--- src/rtl/pvec_pkg.sv ---
package pvec_pkg;

    typedef enum logic [1:0] {
        S_IDLE = 2'd0,
        S_RUN  = 2'd1,
        S_DONE = 2'd2
    } pvec_state_e;

    // Per-bit result for one active element with source bit s.
    function automatic logic [3:0] elem_value(
        input logic       s,
        input logic [3:0] msk,
        input logic [3:0] mde
    );
        logic [3:0] r;
        for (int k = 0; k < 4; k++) begin
            r[k] = msk[k] & (mde[k] == s);
        end
        return r;
    endfunction

endpackage

--- src/rtl/pvec_pred_sel.sv ---
module pvec_pred_sel #(
    parameter int CNT_W = 4
) (
    input  logic [63:0]      pred,
    input  logic             pred_inv,
    input  logic [63:0]      src,
    input  logic             src_zero,
    input  logic [CNT_W-1:0] elem,
    output logic             pbit,
    output logic             sbit
);
    always_comb begin
        pbit = pred[elem] ^ pred_inv;
        sbit = src_zero ? 1'b0 : src[elem];
    end
endmodule

--- src/rtl/pvec_field_calc.sv ---
module pvec_field_calc
    import pvec_pkg::*;
(
    input  logic       pbit,
    input  logic       sbit,
    input  logic [3:0] mask,
    input  logic [3:0] mode,
    input  logic       merge,
    input  logic [3:0] old_val,
    output logic [3:0] data
);
    logic [3:0] core;
    always_comb begin
        core = elem_value(sbit, mask, mode);
        if (!pbit) begin
            data = 4'b0000;
        end else if (merge) begin
            data = core | (old_val & ~mask);
        end else begin
            data = core;
        end
    end
endmodule

--- src/rtl/pvec_field_writer.sv ---
module pvec_field_writer
    import pvec_pkg::*;
#(
    parameter int NUM_FIELDS = 16,
    parameter int MAX_VL     = 16,
    parameter int IDX_W      = $clog2(NUM_FIELDS),
    parameter int VL_W       = $clog2(MAX_VL + 1)
) (
    input  logic             clk,
    input  logic             rst_n,
    input  logic             start,
    input  logic [IDX_W-1:0] base_idx,
    input  logic [VL_W-1:0]  vlen,
    input  logic [63:0]      pred,
    input  logic             pred_inv,
    input  logic             zero_en,
    input  logic [63:0]      src,
    input  logic             src_zero,
    input  logic [3:0]       mask,
    input  logic [3:0]       mode,
    input  logic             merge,
    output logic [IDX_W-1:0] rd_idx,
    input  logic [3:0]       rd_data,
    output logic             wr_en,
    output logic [IDX_W-1:0] wr_idx,
    output logic [3:0]       wr_data,
    output logic             busy,
    output logic             done
);
    localparam int CNT_W = (MAX_VL > 1) ? $clog2(MAX_VL) : 1;

    pvec_state_e      state_q;
    logic [CNT_W-1:0] cnt_q;
    logic [IDX_W-1:0] base_q;
    logic [VL_W-1:0]  vl_q;
    logic [63:0]      pred_q, src_q;
    logic             inv_q, zero_q, srcz_q, merge_q;
    logic [3:0]       mask_q, mode_q;
    logic [VL_W-1:0]  vl_eff;
    logic             pbit, sbit;
    logic             last_elem;

    assign vl_eff    = (vlen > VL_W'(MAX_VL)) ? VL_W'(MAX_VL) : vlen;
    assign last_elem = (VL_W'(cnt_q) == vl_q - VL_W'(1));

    pvec_pred_sel #(.CNT_W(CNT_W)) u_sel (
        .pred     (pred_q),
        .pred_inv (inv_q),
        .src      (src_q),
        .src_zero (srcz_q),
        .elem     (cnt_q),
        .pbit     (pbit),
        .sbit     (sbit)
    );

    pvec_field_calc u_calc (
        .pbit    (pbit),
        .sbit    (sbit),
        .mask    (mask_q),
        .mode    (mode_q),
        .merge   (merge_q),
        .old_val (rd_data),
        .data    (wr_data)
    );

    // State register and operand capture
    always_ff @(posedge clk) begin
        if (!rst_n) begin
            state_q <= S_IDLE;
            cnt_q   <= '0;
            base_q  <= '0;
            vl_q    <= '0;
            pred_q  <= '0;
            src_q   <= '0;
            inv_q   <= 1'b0;
            zero_q  <= 1'b0;
            srcz_q  <= 1'b0;
            merge_q <= 1'b0;
            mask_q  <= '0;
            mode_q  <= '0;
        end else begin
            unique case (state_q)
                S_IDLE: begin
                    if (start) begin
                        cnt_q   <= '0;
                        base_q  <= base_idx;
                        vl_q    <= vl_eff;
                        pred_q  <= pred;
                        src_q   <= src;
                        inv_q   <= pred_inv;
                        zero_q  <= zero_en;
                        srcz_q  <= src_zero;
                        merge_q <= merge;
                        mask_q  <= mask;
                        mode_q  <= mode;
                        state_q <= (vl_eff == '0) ? S_DONE : S_RUN;  // empty / launch
                    end
                end
                S_RUN: begin
                    if (last_elem) begin
                        state_q <= S_DONE;                          // finish
                    end else begin
                        cnt_q <= cnt_q + CNT_W'(1);                 // step
                    end
                end
                S_DONE:  state_q <= S_IDLE;                         // retire
                default: state_q <= S_IDLE;
            endcase
        end
    end

    // Outputs
    always_comb begin
        wr_en  = 1'b0;
        busy   = 1'b0;
        done   = 1'b0;
        wr_idx = base_q + IDX_W'(cnt_q);
        rd_idx = wr_idx;
        unique case (state_q)
            S_IDLE: ;
            S_RUN: begin
                busy  = 1'b1;
                wr_en = pbit | zero_q;
            end
            S_DONE: begin
                busy = 1'b1;
                done = 1'b1;
            end
            default: ;
        endcase
    end

    p_idx_step_r2: assert property (@(posedge clk) disable iff (!rst_n)
        (state_q == S_RUN && $past(state_q) == S_RUN) |-> (wr_idx == $past(wr_idx) + IDX_W'(1)));

    p_zero_write_r3: assert property (@(posedge clk) disable iff (!rst_n)
        (wr_en && !pbit) |-> (wr_data == 4'b0000));

    p_merge_keep_r7: assert property (@(posedge clk) disable iff (!rst_n)
        (wr_en && pbit && merge_q) |-> ((wr_data & ~mask_q) == (rd_data & ~mask_q)));

    p_overwrite_r7: assert property (@(posedge clk) disable iff (!rst_n)
        (wr_en && pbit && !merge_q) |-> ((wr_data & ~mask_q) == 4'b0000));

    p_done_pulse_r9: assert property (@(posedge clk) disable iff (!rst_n)
        done |=> !done);

    p_start_ignored_r9: assert property (@(posedge clk) disable iff (!rst_n)
        (busy && start) |=> $stable(base_q));

endmodule

--- config.mk ---
export PLATFORM = sky130hd
export DESIGN_NAME = pvec_field_writer
export DESIGN_NICKNAME = d
export VERILOG_FILES = /design/src/rtl/pvec_pkg.sv /design/src/rtl/pvec_pred_sel.sv /design/src/rtl/pvec_field_calc.sv /design/src/rtl/pvec_field_writer.sv
export SDC_FILE = /design/constraint.sdc
export NUM_CORES = 1
export LEC_CHECK = 0
export BUFFER_PORTS_ARGS = -buffer_cell sky130_fd_sc_hd__buf_2
export CORE_MARGIN = 4
export CORE_UTILIZATION = 38
export DETAILED_ROUTE_END_ITERATION = 8
export PLACE_DENSITY_LB_ADDON = 0.08
export SKIP_LAST_GASP = 1
export SLEW_MARGIN = 20
export SYNTH_ARGS = -nofsm -noshare
export SYNTH_HDL_FRONTEND = slang
export SYNTH_SLANG_ARGS = --single-unit
--- constraint.sdc ---
create_clock -name clk -period 2.2 [get_ports clk]
set_input_delay 0.44 -clock clk [delete_from_list [all_inputs] [get_ports clk]]
set_output_delay 0.44 -clock clk [all_outputs]
set_load 0.005 [all_outputs]
== Word level (Yosys, flattened, before mapping) ==
Index checks and enable logic that the tools add are counted.
Storage, ports and cells
  flip-flop bits (word level): 59
  memory bits (read-only): 0
  word-level logic and storage cells: 61
  output and inout bits: 15
  memories: 0
  latch bits: 0
  memory bits (writable): 0
  bits of input ports: 156
Cells by class
  add/subtract/negate cells: 3
  $lt $le $gt $ge: 2
  multiply operators: 0
  equality and inequality tests: 10
  div/mod/pow operators: 0
  mux-type cells: 18
  bitwise gates (word level): 9
  shift operators: 0
  reduce and logical (&&, ||, !) cells: 7
Operators with widths (number)
  $mux W4: 4
  $bmux W1 S4: 2
  $pmux W4 S2: 1
  $lt A4 B7 Y1 const B: 1
  $mux W1: 6
  $mux W2: 3
  $ne A2 B2 Y1 const B: 3
  $eq A4 B5 Y1: 1
  $gt A5 B5 Y1 const B: 1
  $logic_not A5 Y1: 1
  $mux W5: 1
  $sub A5 B1 Y5 const B: 1
  $add A4 B1 Y4 const B: 1
  $add A4 B4 Y4: 1
  $and A1 B1 Y1: 4
  $and A4 B4 Y4: 1
  $eq A1 B1 Y1: 4
  $not A4 Y4: 1
  $or A4 B4 Y4: 1
  $pmux W2 S2: 1
  $reduce_and A2 Y1: 2
  $reduce_and A3 Y1: 1
  $eq A2 B1 Y1 const B: 1
  $eq A2 B2 Y1 const B: 1
  other kinds (5): 5

== Depth between registers and ports, before layout ==
Gate-level depths: netlist (run 1).
  depth in word-level cells: 8
  gate-level depth with buffers: 7
  gate-level depth less buffers: 7

== Cells and area by module ==
From an unflattened synthesis (run 1), not the netlist that was laid out.
Unflattened totals
  cells, all modules: 762
  area, all modules: 6133.4 um^2
By module, submodules not included
  pvec_field_writer: sequential area each 3103.0 um^2, instances 1, cells an instance 731, area each 5743.0 um^2
  pvec_pred_sel: sequential area each 0.0 um^2, instances 1, cells an instance 14, area each 284.0 um^2
  pvec_field_calc: sequential area each 0.0 um^2, instances 1, cells an instance 17, area each 106.4 um^2

== Least setup slack after synthesis (run 1) ==
Ideal clock, no wire load.
  kind: register to output
  start point: reg cnt_q[0]
  end point: out wr_data[0]
  data arrival time: 1711 ps
  data required time: 1760 ps
  path buffers: 1
  slack: 49 ps
  stages on the path, launching flop included: 7
  cells stage by stage: dfxtp_1 > buf_6 > mux4_2 > o22ai_2 > nor4_2 > or3_1 > and3_1
Between the ends
  longest elaborated chain between the ends: 8
  elaborated cells between the ends (all ways): 11
  those cells by class: eq/ne (1); mux (7); bitwise (3)
RTL lines
  start, declared: line pvec_field_writer.sv:33  | logic [CNT_W-1:0] cnt_q;
  start signal, assigned: line pvec_field_writer.sv:103  | cnt_q <= cnt_q + CNT_W'(1);
  $bmux W1 S4: line pvec_pred_sel.sv:14  | sbit = src_zero ? 1'b0 : src[elem];
  $mux W1 (not written as such): line pvec_pred_sel.sv:14
  $mux W1: line pvec_pred_sel.sv:14
  $eq A1 B1 Y1: line pvec_pkg.sv:17  | r[k] = msk[k] & (mde[k] == s);
  $and A1 B1 Y1: line pvec_pkg.sv:17
  $or A4 B4 Y4: line pvec_field_calc.sv:18  | data = core | (old_val & ~mask);
  $mux W4: line pvec_field_calc.sv:17  | end else if (merge) begin
  $mux W4 *: line pvec_field_calc.sv:15  | if (!pbit) begin
  end, declared: line pvec_field_writer.sv:26  | output logic [3:0] wr_data,
Every way passes the cells marked *; elsewhere a longest branch is shown, timed or not. The select of a mux whose other input is x is not followed.

== Worst setup path in the final report (run 1) ==
Ends and elaborated chain as after synthesis.

==> results of run 1 <==
sequential cells by signal, summed over array words and instances, names as in the netlist:
register,cells
merge_q,1
mode_q,4
src_q,16
mask_q,4
srcz_q,1
inv_q,1
state_q,2
vl_q,5
zero_q,1
cnt_q,4
base_q,4
pred_q,16
synthesized netlist by cell type, types with 2 or more instances:
library cell    n  area [µm²]
nand2_1       118         443
dfxtp_1        59        1180
a21boi_0       53         398
clkbuf_1       19        71.3
inv_1          11        41.3
ha_1            8         100
o21ai_0         7        35.0
xnor2_1         7        61.3
a21oi_1         6        30.0
buf_4           6        45.0
mux4_2          6         135
nor2b_1         6        37.5
a31oi_1         5        31.3
and3_1          5        31.3
nand3b_1        5        37.5
or3_1           5        31.3
nand3_1         4        20.0
o22ai_1         3        18.8
xor2_1          3        26.3
a21o_1          2        15.0
buf_2           2        10.0
mux2i_1         2        20.0
nand2b_1        2        12.5
nand4_1         2        12.5
nand4b_1        2        17.5
nor2_1          2        7.51
nor4_2          2        25.0
o221ai_1        2        17.5
through the flow:
stage / hold WS (ns) / cell area, µm² / cells
2_1_floorplan: 0.439 / 3120 / 373
3_3_place_gp: 0.448 / 3640 / 542
3_5_place_dp: 0.456 / 3640 / 542
4_1_cts: 0.344 / 3970 / 562
5_1_grt: 0.355 / 3990 / 564
6_report: 0.356 / 3990 / 564
area by class of cell:
cell class | count | area, µm² | share of cell area
clock inverter | 2 | 10.0 | 0.00251
tap | 102 | 128 | 0.0320
sequential | 59 | 1180 | 0.297
inverter | 11 | 41.3 | 0.0103
clock buffer | 13 | 169 | 0.0423
timing repair buffer | 103 | 608 | 0.152
multi-input combinational | 274 | 1850 | 0.464
what timing repair did:
item | in CTS | in global routing
gates resized for setup | 19 | 2
buffers inserted | 6 | 2
endpoints found under the setup margin | 11 | 11
pin swaps | 17 | 5
kinds of logic after synthesis:
logic type,count (synthesis),synth area share
AOI/OAI and AO/OA,87,0.207
and+or+nand+nor,159,0.230
adders and majority gates,9,0.0385
muxes,9,0.0534
xor gates and xnor gates,10,0.0281
DFF,59,0.379
buffers and inverters,40,0.0638
per-layer routing:
metal  up-vias  part of all wire  global-route usage
li1       1438                 -                   -
met1      1285              0.48               0.229
met3         6             0.057              0.0432
met5         -                 0                   0
met2        62              0.45               0.262
met4         0            0.0081              0.0567
power by group through the flow:
stage               Clock, mW  Combinational [mW]  Sequential, mW
floorplan                   0               0.401            1.24
global placement            0               0.581            1.26
detailed placement          0               0.589            1.26
CTS                     0.924               0.623            1.24
global route            0.975               0.712            1.25
finish                  0.905               0.620            1.24
path summary, 6_finish.rpt:
kind,start,end,slack [ns]
min,src[13],src_q[13],0.36
min reg2reg,src_q[2],src_q[2],0.46
max reg2reg,vl_q[0],state_q[0],0.35
max,cnt_q[0],wr_data[0],-0.45
worst max-delay path, delay by kind of cell, from the launching register on:
| family | cells | cell delay, ns |
|---|---|---|
| AND/OR/NAND/NOR | 2 | 0.33 |
| AO/OA/AOI/OAI | 2 | 0.25 |
| buffers and inverters | 3 | 0.41 |
| flip-flops | 1 | 0.36 |
| multiplexers | 1 | 0.54 |
==> run_results.csv, run 1 <==
group,metric,value,unit
cts,postCtsHoldBufs,0,
place,port_buffers,74,
place,gp_congestion,0.761,
yosys,synthArstFlopShare,0,
yosys,avgSynthCellArea,8.36,µm²
setup_path,slowest_delay,0.54,ns
routing,drt-initial-drc-count,108,
setup_path,cp.required,1.76,ns
power_and_ir_drop,internal-power,1.95,mW
yosys,ys_warn_count,0,
timing,fin_tns_setup,-2.55,ns
cts,clock-sinks,59,
layout,fin_util,0.509,
yosys,synthesis.nets,538,
setup_path,rr_worst_depth,7,
cts,clk_latency,0.33,ns
run_status,violations,"setup timing",
setup_path,end_kind,"output port",
cts,clkTransAtPathRegs,0.06,ns
power_and_ir_drop,power_switching,817,µW
setup_path,critical_path_class,"flop to output port",
timing,final_max_slew_viol_count,0,
routing,final_antenna_net_count,0,
layout,final_common_cell,"nand2_1",
routing,via_count,2791,
yosys,synth_edf_count,0,
routing,vias_per_cell,4.95,
die,start_util,0.397,
worst_hold_path,min-delay-path-class,"input port to flop",
timing,post-route-min-period,2.65,ns
setup_path,cp_slowest_cell,"mux4_2",
timing,period_share,1.20,
timing,setup_viol,9,
power_and_ir_drop,p_clk_frac,0.327,
die,coreArea,7850,µm²
routing,drcViolationCount,0,
place,pre_cts_ws,-0.200,ns
die,row_count,32,
yosys,postSynthCellCount,373,
global_route,grt_pass1_vias,2795,
die,die_w,98.6,µm
timing,fmax,377,MHz
run,cap_violations,0,
routing,wire_per_inst,13.8,µm
die,die_area,9720,µm²
layout,antenna_cells,0,
die,pin_count,171,
setup_path,start_kind,"flop",
global_route,gr-total-overflow,0,
layout,fillers,823,
cts,htreeDepth,3,
global_route,grt_pass1_wl,13.3,mm
yosys,ys_ff_latch,59,
cts,cts-root-buf,"clkbuf_8",
die,die_h,98.6,µm
global_route,grtUsageTotal,0.169,
global_route,antenna_found_initial,0,
timing,final_hold_viol_count,0,
power_and_ir_drop,switching_share,0.295,
power_and_ir_drop,peakVddDrop,0.296,mV
cts,cts_buffers,9,
global_route,grt_max_degree,33,
yosys,syn_area,3120,µm²
setup_path,cp_max_fo,5,
routing,dr.pass1.iters,5,
layout,fin_nets,623,
layout,area_delta_synth_final,28.1,%
worst_hold_path,hold_depth,3,
timing,relSlewSlack,0.708,
timing,setup_ws,-0.451,ns
yosys,ys.flop_type,"dfxtp_1",
setup_path,path_cells,"buf_12 > mux4_2 > nor4b_4 > a41oi_2 > buf_4 > a31oi_1 > and3_1 > buf_2",
power_and_ir_drop,seqPwrFrac,0.448,
layout,drive_gt1_frac,0.307,
run_status,outcome,"complete, but fails checks",
cts,cts_tree,"done",
timing,skew,0.00343,ns
power_and_ir_drop,power_density,693,nW/µm²
power_and_ir_drop,combPwrFrac,0.224,
timing,rsz0062_at_grt,"true",
yosys,synth_cell_types,47,
setup_path,crit_arrival,2.21,ns
routing,wl,7.78,mm
place,dpl.hpwl,5.65,mm
cts,clk_path_buf_depth,2,
yosys,yosysSeqAreaShare,0.379,
power_and_ir_drop,total_power,2.76,mW
timing,worstMarginPinSlew,0.438,ns
layout,layout_common_cells,"118 x nand2_1, 74 x buf_2, 57 x dfxtp_1",
power_and_ir_drop,leakage,1.64,nW
No activity file was read; power rests on OpenSTA's default activity.
==> run 2, diff against run 1 <==
SYNTH_HIERARCHICAL = 1   (was default)
==> run_results.csv, run 2 <==
group,metric,value,unit
run_status,outcome,"complete, but fails checks",
run_status,violations,"setup timing",
die,die_w,96,µm
yosys,syn_area,2940,µm²
cts,clk_path_buf_depth,2,
place,port_buffers,74,
worst_hold_path,min-delay-path-class,"input port to flop",
layout,area_delta_synth_final,24.6,%
layout,seq_area,1190,µm²
die,pin_count,171,
global_route,grt_pass1_wl,11.1,mm
setup_path,critical_path_class,"flop to output port",
die,row_count,31,
global_route,grtUsageTotal,0.157,
timing,period_share,1.32,
timing,setup_ws,-0.697,ns
place,pre_cts_ws,-0.409,ns
layout,multi_input_area,1610,µm²
run,cap_violations,0,
timing,fmax,345,MHz
die,die_area,9220,µm²
die,start_util,0.397,
timing,relSlewSlack,0.713,
global_route,gr-total-overflow,0,
power_and_ir_drop,power_density,766,nW/µm²
layout,antenna_cells,0,
layout,drive_gt1_frac,0.301,
yosys,postSynthCellCount,360,
setup_path,end_kind,"output port",
layout,largestRegisters,"pred_q (16), src_q (16), vl_q (5)",
cts,postCtsHoldBufs,0,
cts,clk_latency,0.33,ns
power_and_ir_drop,leakage,1.59,nW
global_route,antenna_found_initial,0,
layout,fillers,741,
routing,drt-initial-drc-count,59,
setup_path,rr_worst_depth,7,
cts,cts_buffers,9,
worst_hold_path,hold_depth,3,
global_route,grt_pass1_vias,2439,
layout,layout_common_cells,"106 x nand2_1, 74 x buf_2, 56 x dfxtp_1",
cts,htreeDepth,3,
timing,setup_viol,5,
yosys,synthesis.nets,525,
layout,final_common_cell,"nand2_1",
cts,clkTransAtPathRegs,0.06,ns
timing,fin_tns_setup,-3.38,ns
yosys,ys_warn_count,6,
routing,wire_per_inst,13.1,µm
layout,fin_nets,583,
routing,final_antenna_net_count,0,
power_and_ir_drop,peakVddDrop,0.323,mV
setup_path,start_kind,"flop",
setup_path,crit_arrival,2.46,ns
die,coreArea,7410,µm²
routing,vias_per_cell,4.88,
place,gp_congestion,0.767,
die,die_h,96,µm
setup_path,cp.required,1.76,ns
timing,post-route-min-period,2.90,ns
routing,via_count,2545,
cts,cts_tree,"done",
timing,rsz0062_at_grt,"true",
setup_path,cp_max_fo,5,
power_and_ir_drop,total_power,2.81,mW
routing,wl,6.84,mm
timing,skew,0.00796,ns
cts,clock-sinks,59,
timing,final_hold_viol_count,0,
timing,final_max_slew_viol_count,0,
yosys,avgSynthCellArea,8.17,µm²
routing,drcViolationCount,0,
cts,cts-root-buf,"clkbuf_8",
timing,worstMarginPinSlew,0.430,ns
global_route,grt_max_degree,37,
routing,dr.pass1.iters,4,
place,dpl.hpwl,4.89,mm
run 2: final timing paths:
kind	end	slack [ns]	start
max	wr_data[3]	-0.70	cnt_q[2]
min	src_q[2]	0.34	src[2]
max reg2reg	state_q[0]	0.23	vl_q[0]
min reg2reg	pred_q[6]	0.45	pred_q[6]
run 2: per-layer routing:
metal  up-vias  wire (µm)  GRT usage
met5         -          0          0
met4         0        129     0.0818
met3        13        362     0.0375
met2        58       3160      0.248
met1      1163       3180      0.197
li1       1311          -          -
run 2: area by class of cell:
| cell class | instances | area share |
|---|---|---|
| Clock buffer | 13 | 0.0433 |
| Clock inverter | 2 | 0.00956 |
| Inverter | 15 | 0.0154 |
| Multi-Input combinational cell | 247 | 0.440 |
| Sequential cell | 59 | 0.325 |
| Tap cell | 99 | 0.0338 |
| Timing Repair Buffer | 86 | 0.133 |
run 2: worst max-delay path: stages, from the launching register on:
cell     delay [ns]
dfxtp_4        0.40
mux4_2         0.52
mux4_2         0.54
xor2_4         0.21
nand2_4        0.10
o32ai_2        0.21
buf_2          0.15
run 2: repair_timing:
item | 4_1_cts | 5_1_grt
resized for setup | 15 | 5
pin swaps | 5 | 4
buffers inserted | 2 | 0
setup endpoints to repair | 11 | 11
run 2: report_power, final:
group	leakage, nW	internal, mW	switching [mW]
Sequential	0.486	1.17	0.0651
Combinational	1.00	0.263	0.337
Clock	0.0995	0.578	0.396
run 2: stage by stage:
| step | hold WS [ns] | cells | instance area, µm² | utilization |
|---|---|---|---|---|
| after global routing | 0.331 | 521 | 3670 | 0.495 |
| final | 0.345 | 521 | 3670 | 0.495 |
| after CTS | 0.324 | 522 | 3650 | 0.492 |
| after floorplan | 0.432 | 360 | 3000 | - |
| after global placement | 0.440 | 505 | 3400 | 0.459 |
| after detailed placement | 0.447 | 505 | 3400 | 0.459 |
